**src/rtl/tvag_pkg.sv**
```systemverilog
package tvag_pkg;

  typedef enum logic [1:0] {
    FMT_B8   = 2'd0,
    FMT_B16  = 2'd1,
    FMT_B32  = 2'd2,
    FMT_PAGE = 2'd3
  } tvag_fmt_e;

  typedef struct packed {
    logic [31:0] addr;
    logic        valid;
    logic [31:0] stride;
  } tvag_out_t;

  localparam int TAG_LSB = 27;

endpackage

```
**src/rtl/tvag_geom.sv**
```systemverilog
module tvag_geom
  import tvag_pkg::*;
#(
  parameter int CW  = 14,
  parameter int CH  = 13,
  parameter int SW  = 6,
  parameter int SH  = 6,
  parameter int SHW = 6
) (
  input  tvag_fmt_e      fmt,
  output logic [SHW-1:0] xs,
  output logic [SHW-1:0] ys,
  output logic [SHW-1:0] xb,
  output logic [SHW-1:0] yb,
  output logic [SHW-1:0] al
);

  function automatic logic [SHW-1:0] unused_x(tvag_fmt_e f);
    case (f)
      FMT_B32:  return SHW'(1);
      FMT_PAGE: return SHW'(SW);
      default:  return '0;
    endcase
  endfunction

  function automatic logic [SHW-1:0] unused_y(tvag_fmt_e f);
    case (f)
      FMT_B16, FMT_B32: return SHW'(1);
      FMT_PAGE:         return SHW'(SH);
      default:          return '0;
    endcase
  endfunction

  always_comb begin
    xs = unused_x(fmt);
    ys = unused_y(fmt);
    xb = SHW'(CW) - xs;
    yb = SHW'(CH) - ys;
    al = xs + ys;
  end

endmodule

```
**src/rtl/tvag_index.sv**
```systemverilog
module tvag_index #(
  parameter int COORD_W  = 16,
  parameter int IDX_W    = 27,
  parameter int SHW      = 6,
  parameter int XINV_BIT = 0,
  parameter int YINV_BIT = 1,
  parameter int SWAP_BIT = 2
) (
  input  logic [COORD_W-1:0] x,
  input  logic [COORD_W-1:0] y,
  input  logic [2:0]         orient,
  input  logic [SHW-1:0]     xb,
  input  logic [SHW-1:0]     yb,
  output logic [IDX_W-1:0]   idx,
  output logic               in_range,
  output logic               swap
);

  function automatic logic [COORD_W-1:0] low_ones(logic [SHW-1:0] n);
    logic [COORD_W-1:0] m;
    for (int i = 0; i < COORD_W; i++) m[i] = (i < int'(n));
    return m;
  endfunction

  logic [COORD_W-1:0] xmask, ymask, xm, ym;

  always_comb begin
    xmask    = low_ones(xb);
    ymask    = low_ones(yb);
    in_range = ((x & ~xmask) == '0) && ((y & ~ymask) == '0);
    xm       = x ^ (orient[XINV_BIT] ? xmask : '0);
    ym       = y ^ (orient[YINV_BIT] ? ymask : '0);
    swap     = orient[SWAP_BIT];
    if (swap) idx = (IDX_W'(xm) << yb) | IDX_W'(ym);
    else      idx = (IDX_W'(ym) << xb) | IDX_W'(xm);
  end

endmodule

```
**src/rtl/tvag_pack.sv**
```systemverilog
module tvag_pack
  import tvag_pkg::*;
#(
  parameter int CW    = 14,
  parameter int CH    = 13,
  parameter int IDX_W = 27,
  parameter int SHW   = 6
) (
  input  logic [IDX_W-1:0] idx,
  input  logic [SHW-1:0]   al,
  input  logic [SHW-1:0]   xs,
  input  logic [SHW-1:0]   ys,
  input  tvag_fmt_e        fmt,
  input  logic [2:0]       orient,
  input  logic             in_range,
  input  logic             swap,
  output tvag_out_t        res
);

  localparam int LO_W = TAG_LSB;

  function automatic logic [31:0] stride_of(logic sw, logic [SHW-1:0] sx, logic [SHW-1:0] sy);
    logic [SHW-1:0] e;
    e = sw ? (SHW'(CH) + sx) : (SHW'(CW) + sy);
    return 32'd1 << e;
  endfunction

  logic [LO_W-1:0] lo;

  always_comb begin
    lo         = LO_W'(idx) << al;
    res.addr   = in_range ? {orient, fmt, lo} : 32'd0;
    res.valid  = in_range;
    res.stride = stride_of(swap, xs, ys);
  end

endmodule

```
**src/rtl/tvag_stage.sv**
```systemverilog
module tvag_stage #(
  parameter bit REGISTERED = 1'b1,
  parameter int W          = 65
) (
  input  logic         clk,
  input  logic         rst_n,
  input  logic [W-1:0] d,
  output logic [W-1:0] q
);

  generate
    if (REGISTERED) begin : g_reg
      always_ff @(posedge clk or negedge rst_n) begin
        if (!rst_n) q <= '0;
        else        q <= d;
      end
    end else begin : g_wire
      assign q = d;
    end
  endgenerate

endmodule

```
**src/rtl/tiled_view_addr_gen.sv**
```systemverilog
module tiled_view_addr_gen
  import tvag_pkg::*;
#(
  parameter int WIDTH_BITS  = 14,
  parameter int HEIGHT_BITS = 13,
  parameter int SLOT_W_BITS = 6,
  parameter int SLOT_H_BITS = 6,
  parameter int COORD_W     = 16,
  parameter bit OUT_REG     = 1'b1,
  parameter int XINV_BIT    = 0,
  parameter int YINV_BIT    = 1,
  parameter int SWAP_BIT    = 2
) (
  input  logic               clk,
  input  logic               rst_n,
  input  logic [1:0]         fmt_i,
  input  logic [2:0]         orient_i,
  input  logic [COORD_W-1:0] x_i,
  input  logic [COORD_W-1:0] y_i,
  output logic [31:0]        addr_o,
  output logic               valid_o,
  output logic [31:0]        stride_o
);

  localparam int IDX_W = WIDTH_BITS + HEIGHT_BITS;
  localparam int SHW   = $clog2(IDX_W + SLOT_W_BITS + SLOT_H_BITS + 1);
  localparam int OUT_W = $bits(tvag_out_t);

  tvag_fmt_e        fmt_w;
  logic [SHW-1:0]   xs_w, ys_w, xb_w, yb_w, al_w;
  logic [IDX_W-1:0] idx_w;
  logic             in_range_w, swap_w;
  tvag_out_t        comb_w, out_w;

  assign fmt_w = tvag_fmt_e'(fmt_i);

  tvag_geom #(
    .CW(WIDTH_BITS), .CH(HEIGHT_BITS), .SW(SLOT_W_BITS), .SH(SLOT_H_BITS), .SHW(SHW)
  ) u_geom (
    .fmt(fmt_w), .xs(xs_w), .ys(ys_w), .xb(xb_w), .yb(yb_w), .al(al_w)
  );

  tvag_index #(
    .COORD_W(COORD_W), .IDX_W(IDX_W), .SHW(SHW),
    .XINV_BIT(XINV_BIT), .YINV_BIT(YINV_BIT), .SWAP_BIT(SWAP_BIT)
  ) u_index (
    .x(x_i), .y(y_i), .orient(orient_i), .xb(xb_w), .yb(yb_w),
    .idx(idx_w), .in_range(in_range_w), .swap(swap_w)
  );

  tvag_pack #(
    .CW(WIDTH_BITS), .CH(HEIGHT_BITS), .IDX_W(IDX_W), .SHW(SHW)
  ) u_pack (
    .idx(idx_w), .al(al_w), .xs(xs_w), .ys(ys_w), .fmt(fmt_w), .orient(orient_i),
    .in_range(in_range_w), .swap(swap_w), .res(comb_w)
  );

  tvag_stage #(.REGISTERED(OUT_REG), .W(OUT_W)) u_stage (
    .clk(clk), .rst_n(rst_n), .d(comb_w), .q(out_w)
  );

  assign addr_o   = out_w.addr;
  assign valid_o  = out_w.valid;
  assign stride_o = out_w.stride;

  // Out-of-range coordinates must give a zero address.
  assert_invalid_zero_R4: assert property (@(posedge clk) disable iff (!rst_n)
    !valid_o |-> addr_o == 32'd0)
    else $error("R4: invalid result carries nonzero address");

  // Stride is always a single power of two.
  assert_stride_pow2_R9: assert property (@(posedge clk) disable iff (!rst_n)
    valid_o |-> $countones(stride_o) == 1)
    else $error("R9: stride not a power of two");

  // 32-bit format keeps the two alignment bits clear.
  assert_align_b32_R8: assert property (@(posedge clk) disable iff (!rst_n)
    (valid_o && addr_o[28:27] == 2'd2) |-> addr_o[1:0] == 2'b00)
    else $error("R8: 32-bit address misaligned");

  generate
    if (OUT_REG) begin : g_chk_reg
      assert_fmt_tag_R1: assert property (@(posedge clk) disable iff (!rst_n)
        valid_o |-> addr_o[28:27] == $past(fmt_i))
        else $error("R1: format tag mismatch");
      assert_view_tag_R2: assert property (@(posedge clk) disable iff (!rst_n)
        valid_o |-> addr_o[31:29] == $past(orient_i))
        else $error("R2: orientation tag mismatch");
    end else begin : g_chk_comb
      assert_fmt_tag_R1: assert property (@(posedge clk) disable iff (!rst_n)
        valid_o |-> addr_o[28:27] == fmt_i)
        else $error("R1: format tag mismatch");
      assert_view_tag_R2: assert property (@(posedge clk) disable iff (!rst_n)
        valid_o |-> addr_o[31:29] == orient_i)
        else $error("R2: orientation tag mismatch");
    end
  endgenerate

endmodule

```
**config.mk**
```make
export PLATFORM = sky130hd
export DESIGN_NAME = tiled_view_addr_gen
export DESIGN_NICKNAME = d
export VERILOG_FILES = /design/src/rtl/tvag_pkg.sv /design/src/rtl/tvag_geom.sv /design/src/rtl/tvag_index.sv /design/src/rtl/tvag_pack.sv /design/src/rtl/tvag_stage.sv /design/src/rtl/tiled_view_addr_gen.sv
export SDC_FILE = /design/constraint.sdc
export NUM_CORES = 1
export LEC_CHECK = 0
export ABC_CLOCK_PERIOD_IN_PS = 800
export BUFFER_PORTS_ARGS = -buffer_cell sky130_fd_sc_hd__buf_2
export CORE_MARGIN = 2
export CORE_UTILIZATION = 58
export DETAILED_ROUTE_END_ITERATION = 12
export GPL_ROUTABILITY_DRIVEN = 1
export PLACE_DENSITY = 0.91
export SLEW_MARGIN = 20
export SYNTH_ARGS = -nofsm -noshare
export SYNTH_HDL_FRONTEND = slang
export SYNTH_SLANG_ARGS = --single-unit
```
**constraint.sdc**
```tcl
create_clock -name clk -period 0.8 [get_ports clk]
set_input_delay 0.04 -clock clk [delete_from_list [all_inputs] [get_ports clk]]
set_output_delay 0.04 -clock clk [all_outputs]
set_load 0.02 [all_outputs]
```
==> results of run 1 <==
## layer usage
layer	GRT overflow	global-route usage
met5	0	0.0762
met2	3	0.890
met3	0	0.488
met1	0	0.689
met4	5	0.689
## cell families after synthesis
| kind of cell | after synthesis | share of synthesized area |
|---|---|---|
| AO/OA/AOI/OAI | 190 | 0.221 |
| XOR/XNOR | 53 | 0.0755 |
| adder cells (fa/ha/maj) | 9 | 0.0183 |
| buffers and inverters | 87 | 0.0686 |
| flip-flops | 65 | 0.265 |
| multiplexers | 81 | 0.161 |
| other | 1 | 0.000610 |
| AND/OR/NAND/NOR | 236 | 0.190 |
## stage by stage
step                      utilization  hold WS [ps]  setup TNS [ps]  cells  worst slack (ps)
after floorplan                     -          -256          -82650    737             -2490
after global placement          0.794          69.9          -79200   1111             -2340
after detailed placement        0.794          81.2          -83270   1111             -2620
after CTS                       0.931          51.2          -68320   1160             -2050
## repair_timing
item	in CTS
hold buffers	1
pin swaps	22
endpoints found under the setup margin	114
endpoints found under the hold margin	65
setup buffers	30
gates resized for setup	261
cloned	2
==> impl_metrics.json, run 1 <==
{
  "placed_area_mm2": 0.00819,
  "synth_top_area_frac": 0.265,
  "netlist_area_mm2": 0.00615,
  "port_buffers": 103,
  "grt_pass1_vias": 9782,
  "start_util": 0.596,
  "cts_buffer_depth": 2,
  "status": "aborted with a tool error",
  "grt.total_usage": 0.687,
  "grt_max_degree": 66,
  "die_w_um": 107,
  "synth_cell_type_count": 86,
  "error_line": "[ERROR GRT-0116] Global routing finished with congestion. Check the congestion regions in the DRC Viewer.",
  "yosysMostFrequentCell": "nor2_1",
  "rows": 37,
  "ys_seq_elements": 65,
  "syn_inst": 722,
  "hpwl_um": 18000,
  "synth-edff-count": 0,
  "yosysWarnings": 0,
  "h-tree-depth": 3,
  "routabilityCongestion": 1.12,
  "numCtsBuffers": 9,
  "die_h_um": 107,
  "syn_avg_cell_area_um2": 8.52,
  "async_flop_share": 1.00,
  "synth_commonest_cells": "74 x nor2_1, 65 x dfrtp_1, 58 x nand2_1",
  "cts-root-buf": "clkbuf_8",
  "boundaryPins": 104,
  "overflow": 8,
  "grt_pass1_wl_um": 59100,
  "post-synth-top-area-cell": "dfrtp_1",
  "stop_stage": "5_1_grt",
  "synthFlopType": "dfrtp_1",
  "cts_sinks": 65,
  "synthTopCellsByArea": "dfrtp_1 26%, mux2i_1 9.1%, xnor2_1 5.0%",
  "seq_area_frac_synth": 0.265
}
==> run 2: changes to the inputs <==
Settings changed: CORE_UTILIZATION 58 to 40, PLACE_DENSITY 0.91 to unset, PLACE_DENSITY_LB_ADDON set to 0.15.
==> run 2 against run 1 <==
The flow now finishes, with violations (setup timing); area after synthesis stayed put; synthesized cell count unchanged.
==> impl_metrics.json, run 2 <==
{
  "grt_pass1_wl_um": 41200,
  "post_drt_wl_per_cell_um": 21.9,
  "finalCriticalPeriod_ps": 2860,
  "p_int_w": 0.00880,
  "crit_path_cell_trace": "buf_8 -> clkinv_4 -> ha_4 -> inv_4 -> ha_4 -> buf_8 -> buf_4 -> mux4_2 -> xnor2_4 -> a221o_1 -> o21ba_4 -> mux4_2 -> mux2i_2 -> nor2_1 -> a211oi_1",
  "async_flop_share": 1.00,
  "cts-root-buf": "clkbuf_16",
  "ys_seq_elements": 65,
  "routabilityCongestion": 1.02,
  "worst_setup_path_start_kind": "primary input",
  "finish.net_count": 1105,
  "synth_commonest_cells": "74 x nor2_1, 65 x dfrtp_1, 58 x nand2_1",
  "core-area_mm2": 0.0151,
  "path_clk_slew_ps": 50,
  "h-tree-depth": 3,
  "path_max_fanout": 5,
  "switchingPower_w": 0.00490,
  "cts_buffer_depth": 2,
  "die_h_um": 128,
  "ant_nets": 0,
  "synth_cell_type_count": 86,
  "max_slew_margin": 0.634,
  "critical_path_class": "in -> reg",
  "synthTopCellsByArea": "dfrtp_1 26%, mux2i_1 9.1%, xnor2_1 5.0%",
  "area_growth_pct": 72.6,
  "combPwrFrac": 0.500,
  "post-synth-top-area-cell": "dfrtp_1",
  "status": "finished, violations left",
  "dieArea_mm2": 0.0164,
  "antenna_cells": 0,
  "boundaryPins": 104,
  "required_ps": 1030,
  "worstHoldPathType": "in -> reg",
  "vias_per_cell": 5.81,
  "clockPowerShare": 0.251,
  "path_buf_inv": 5,
  "hpwl_um": 20500,
  "cp_slowest_stage_delay_ps": 540,
  "vias": 7253,
  "syn_inst": 722,
  "grt_pass1_vias": 7225,
  "yosysMostFrequentCell": "nor2_1",
  "die_w_um": 128,
  "grt_max_degree": 49,
  "synth_top_area_frac": 0.265,
  "setup_ws_ps": -2060,
  "tns_ps": -64400,
  "cts_sinks": 65,
  "port_buffers": 103,
  "wirelength_um": 27400,
  "reg_top3": "u_stage.q (65)",
  "violations": "setup timing",
  "overflow": 0,
  "p_seq_frac": 0.249,
  "largest_reg_flops": 65,
  "top_register": "u_stage.q",
  "worst_slew_pin_slew_ps": 543,
  "grt_setup_unrepaired": "yes",
  "finalHoldViolCount": 0,
  "synthFlopType": "dfrtp_1",
  "cp_data_arrival_time_ps": 3090,
  "drc": 0,
  "switching_share": 0.358,
  "rows": 45,
  "syn_avg_cell_area_um2": 8.52,
  "cp-end-kind": "flop",
  "endpoint": "u_stage.q[45]$_DFF_PN0_",
  "final_layout_size_suffix_gt1_frac": 0.537,
  "ir_drop_uv": 1070,
  "setup.worst_path.start": "fmt_i[0]",
  "start_util": 0.407,
  "max_freq_mhz": 349,
  "yosysWarnings": 0,
  "netlist_area_mm2": 0.00615,
  "setup_viol": 114,
  "synth-edff-count": 0,
  "power_w": 0.0137,
  "final_util": 0.703,
  "initialDrtViolationCount": 647,
  "drv_cap": 0,
  "period_share": 3.58,
  "worst_path_dominant_cell_family": "multiplexers",
  "cp.depth": 15,
  "maxSlewViolCount": 0,
  "multiInputGateArea_mm2": 0.00503,
  "grt.total_usage": 0.329,
  "final_common_cell": "buf_4",
  "antenna_found_initial": 0,
  "seq_area_frac_synth": 0.265,
  "fillers": 1191,
  "regArea_mm2": 0.00163,
  "leakage_nw": 4.77,
  "tritoncts": "done",
  "crit_slowest_cell": "mux4_2",
  "powerDensity_mw_per_mm2": 1290,
  "numCtsBuffers": 9,
  "final_cell_mix": "217 x buf_4, 101 x buf_6, 65 x dfrtp_1",
  "drtPass1Iterations": 5
}
[run 2: cell counts after synthesis]
No cell type changed its count.
[run 2: power by group through the flow]
| stage | sequential (W) | clock (W) | combinational (W) |
|---|---|---|---|
| 6_report | 0.00341 | 0.00344 | 0.00686 |
| 2_1_floorplan | 0.00354 | 0 | 0.00276 |
| 5_1_grt | 0.00341 | 0.00363 | 0.00721 |
| 3_5_place_dp | 0.00344 | 0 | 0.00534 |
| 4_1_cts | 0.00340 | 0.00348 | 0.00624 |
| 3_3_place_gp | 0.00344 | 0 | 0.00530 |
[run 2: cell type report]
type                    instances  area share
multi-input cells             585       0.474
well taps                     188      0.0222
flip-flops and latches         65       0.153
repair buffers                375       0.317
inverters                      21     0.00908
clock inverters                 5     0.00318
clock buffers                  10      0.0216
[run 2: per-stage QoR]
| step | worst slack (ps) | cell area (um^2) | hold WS, ps | std cells |
|---|---|---|---|---|
| after global placement | -2560 | 8550 | 40.9 | 1195 |
| after detailed placement | -2590 | 8550 | 50.4 | 1195 |
| after CTS | -1920 | 10100 | 80.1 | 1237 |
| after global routing | -2180 | 10600 | 137 | 1249 |
| final | -2060 | 10600 | 135 | 1249 |
| after floorplan | -2490 | 6380 | -256 | 737 |
[run 2: logic make-up (layout without fill, tap and decap cells)]
logic type | count (synthesis) | in the layout | synth area share
adders and majority gates | 9 | 9 | 0.0183
muxes | 81 | 81 | 0.161
xor gates and xnor gates | 53 | 53 | 0.0755
other | 1 | 16 | 0.000610
DFF | 65 | 65 | 0.265
AOI/OAI and AO/OA | 190 | 190 | 0.221
and+or+nand+nor | 236 | 236 | 0.190
buffers and inverters | 87 | 411 | 0.0686
[run 2: worst min-delay path by stage]
stage / start / end / slack [ps] / cells after the start
6_report: fmt_i[0] / u_stage.q[60]$_DFF_PN0_ / 140 / 5
3_5_place_dp: rst_n / u_stage.q[0]$_DFF_PN0_ / 50 / 2
3_3_place_gp: rst_n / u_stage.q[0]$_DFF_PN0_ / 40 / 2
5_1_grt: fmt_i[0] / u_stage.q[60]$_DFF_PN0_ / 140 / 5
2_1_floorplan: rst_n / u_stage.q[0]$_DFF_PN0_ / -260 / 0
4_1_cts: fmt_i[0] / u_stage.q[60]$_DFF_PN0_ / 80 / 4
[run 2: metal layers]
metal,up-vias,global-route usage,wire [um],part of all wire
met5,-,0,0,0
met4,0,0.148,1310,0.048
met3,72,0.0380,1390,0.051
met2,339,0.578,13600,0.50
met1,3552,0.406,11100,0.40
li1,3290,-,-,-
[run 2: timing repair]
action | 4_1_cts | 5_1_grt
buffers inserted | 25 | 16
hold buffers | 1 | 0
pin swaps | 51 | 36
gates cloned | 2 | 0
gates resized for setup | 280 | 94
endpoints found under the setup margin | 114 | 114
endpoints found under the hold margin | 65 | 0
No activity file was read; power rests on OpenSTA's default activity.
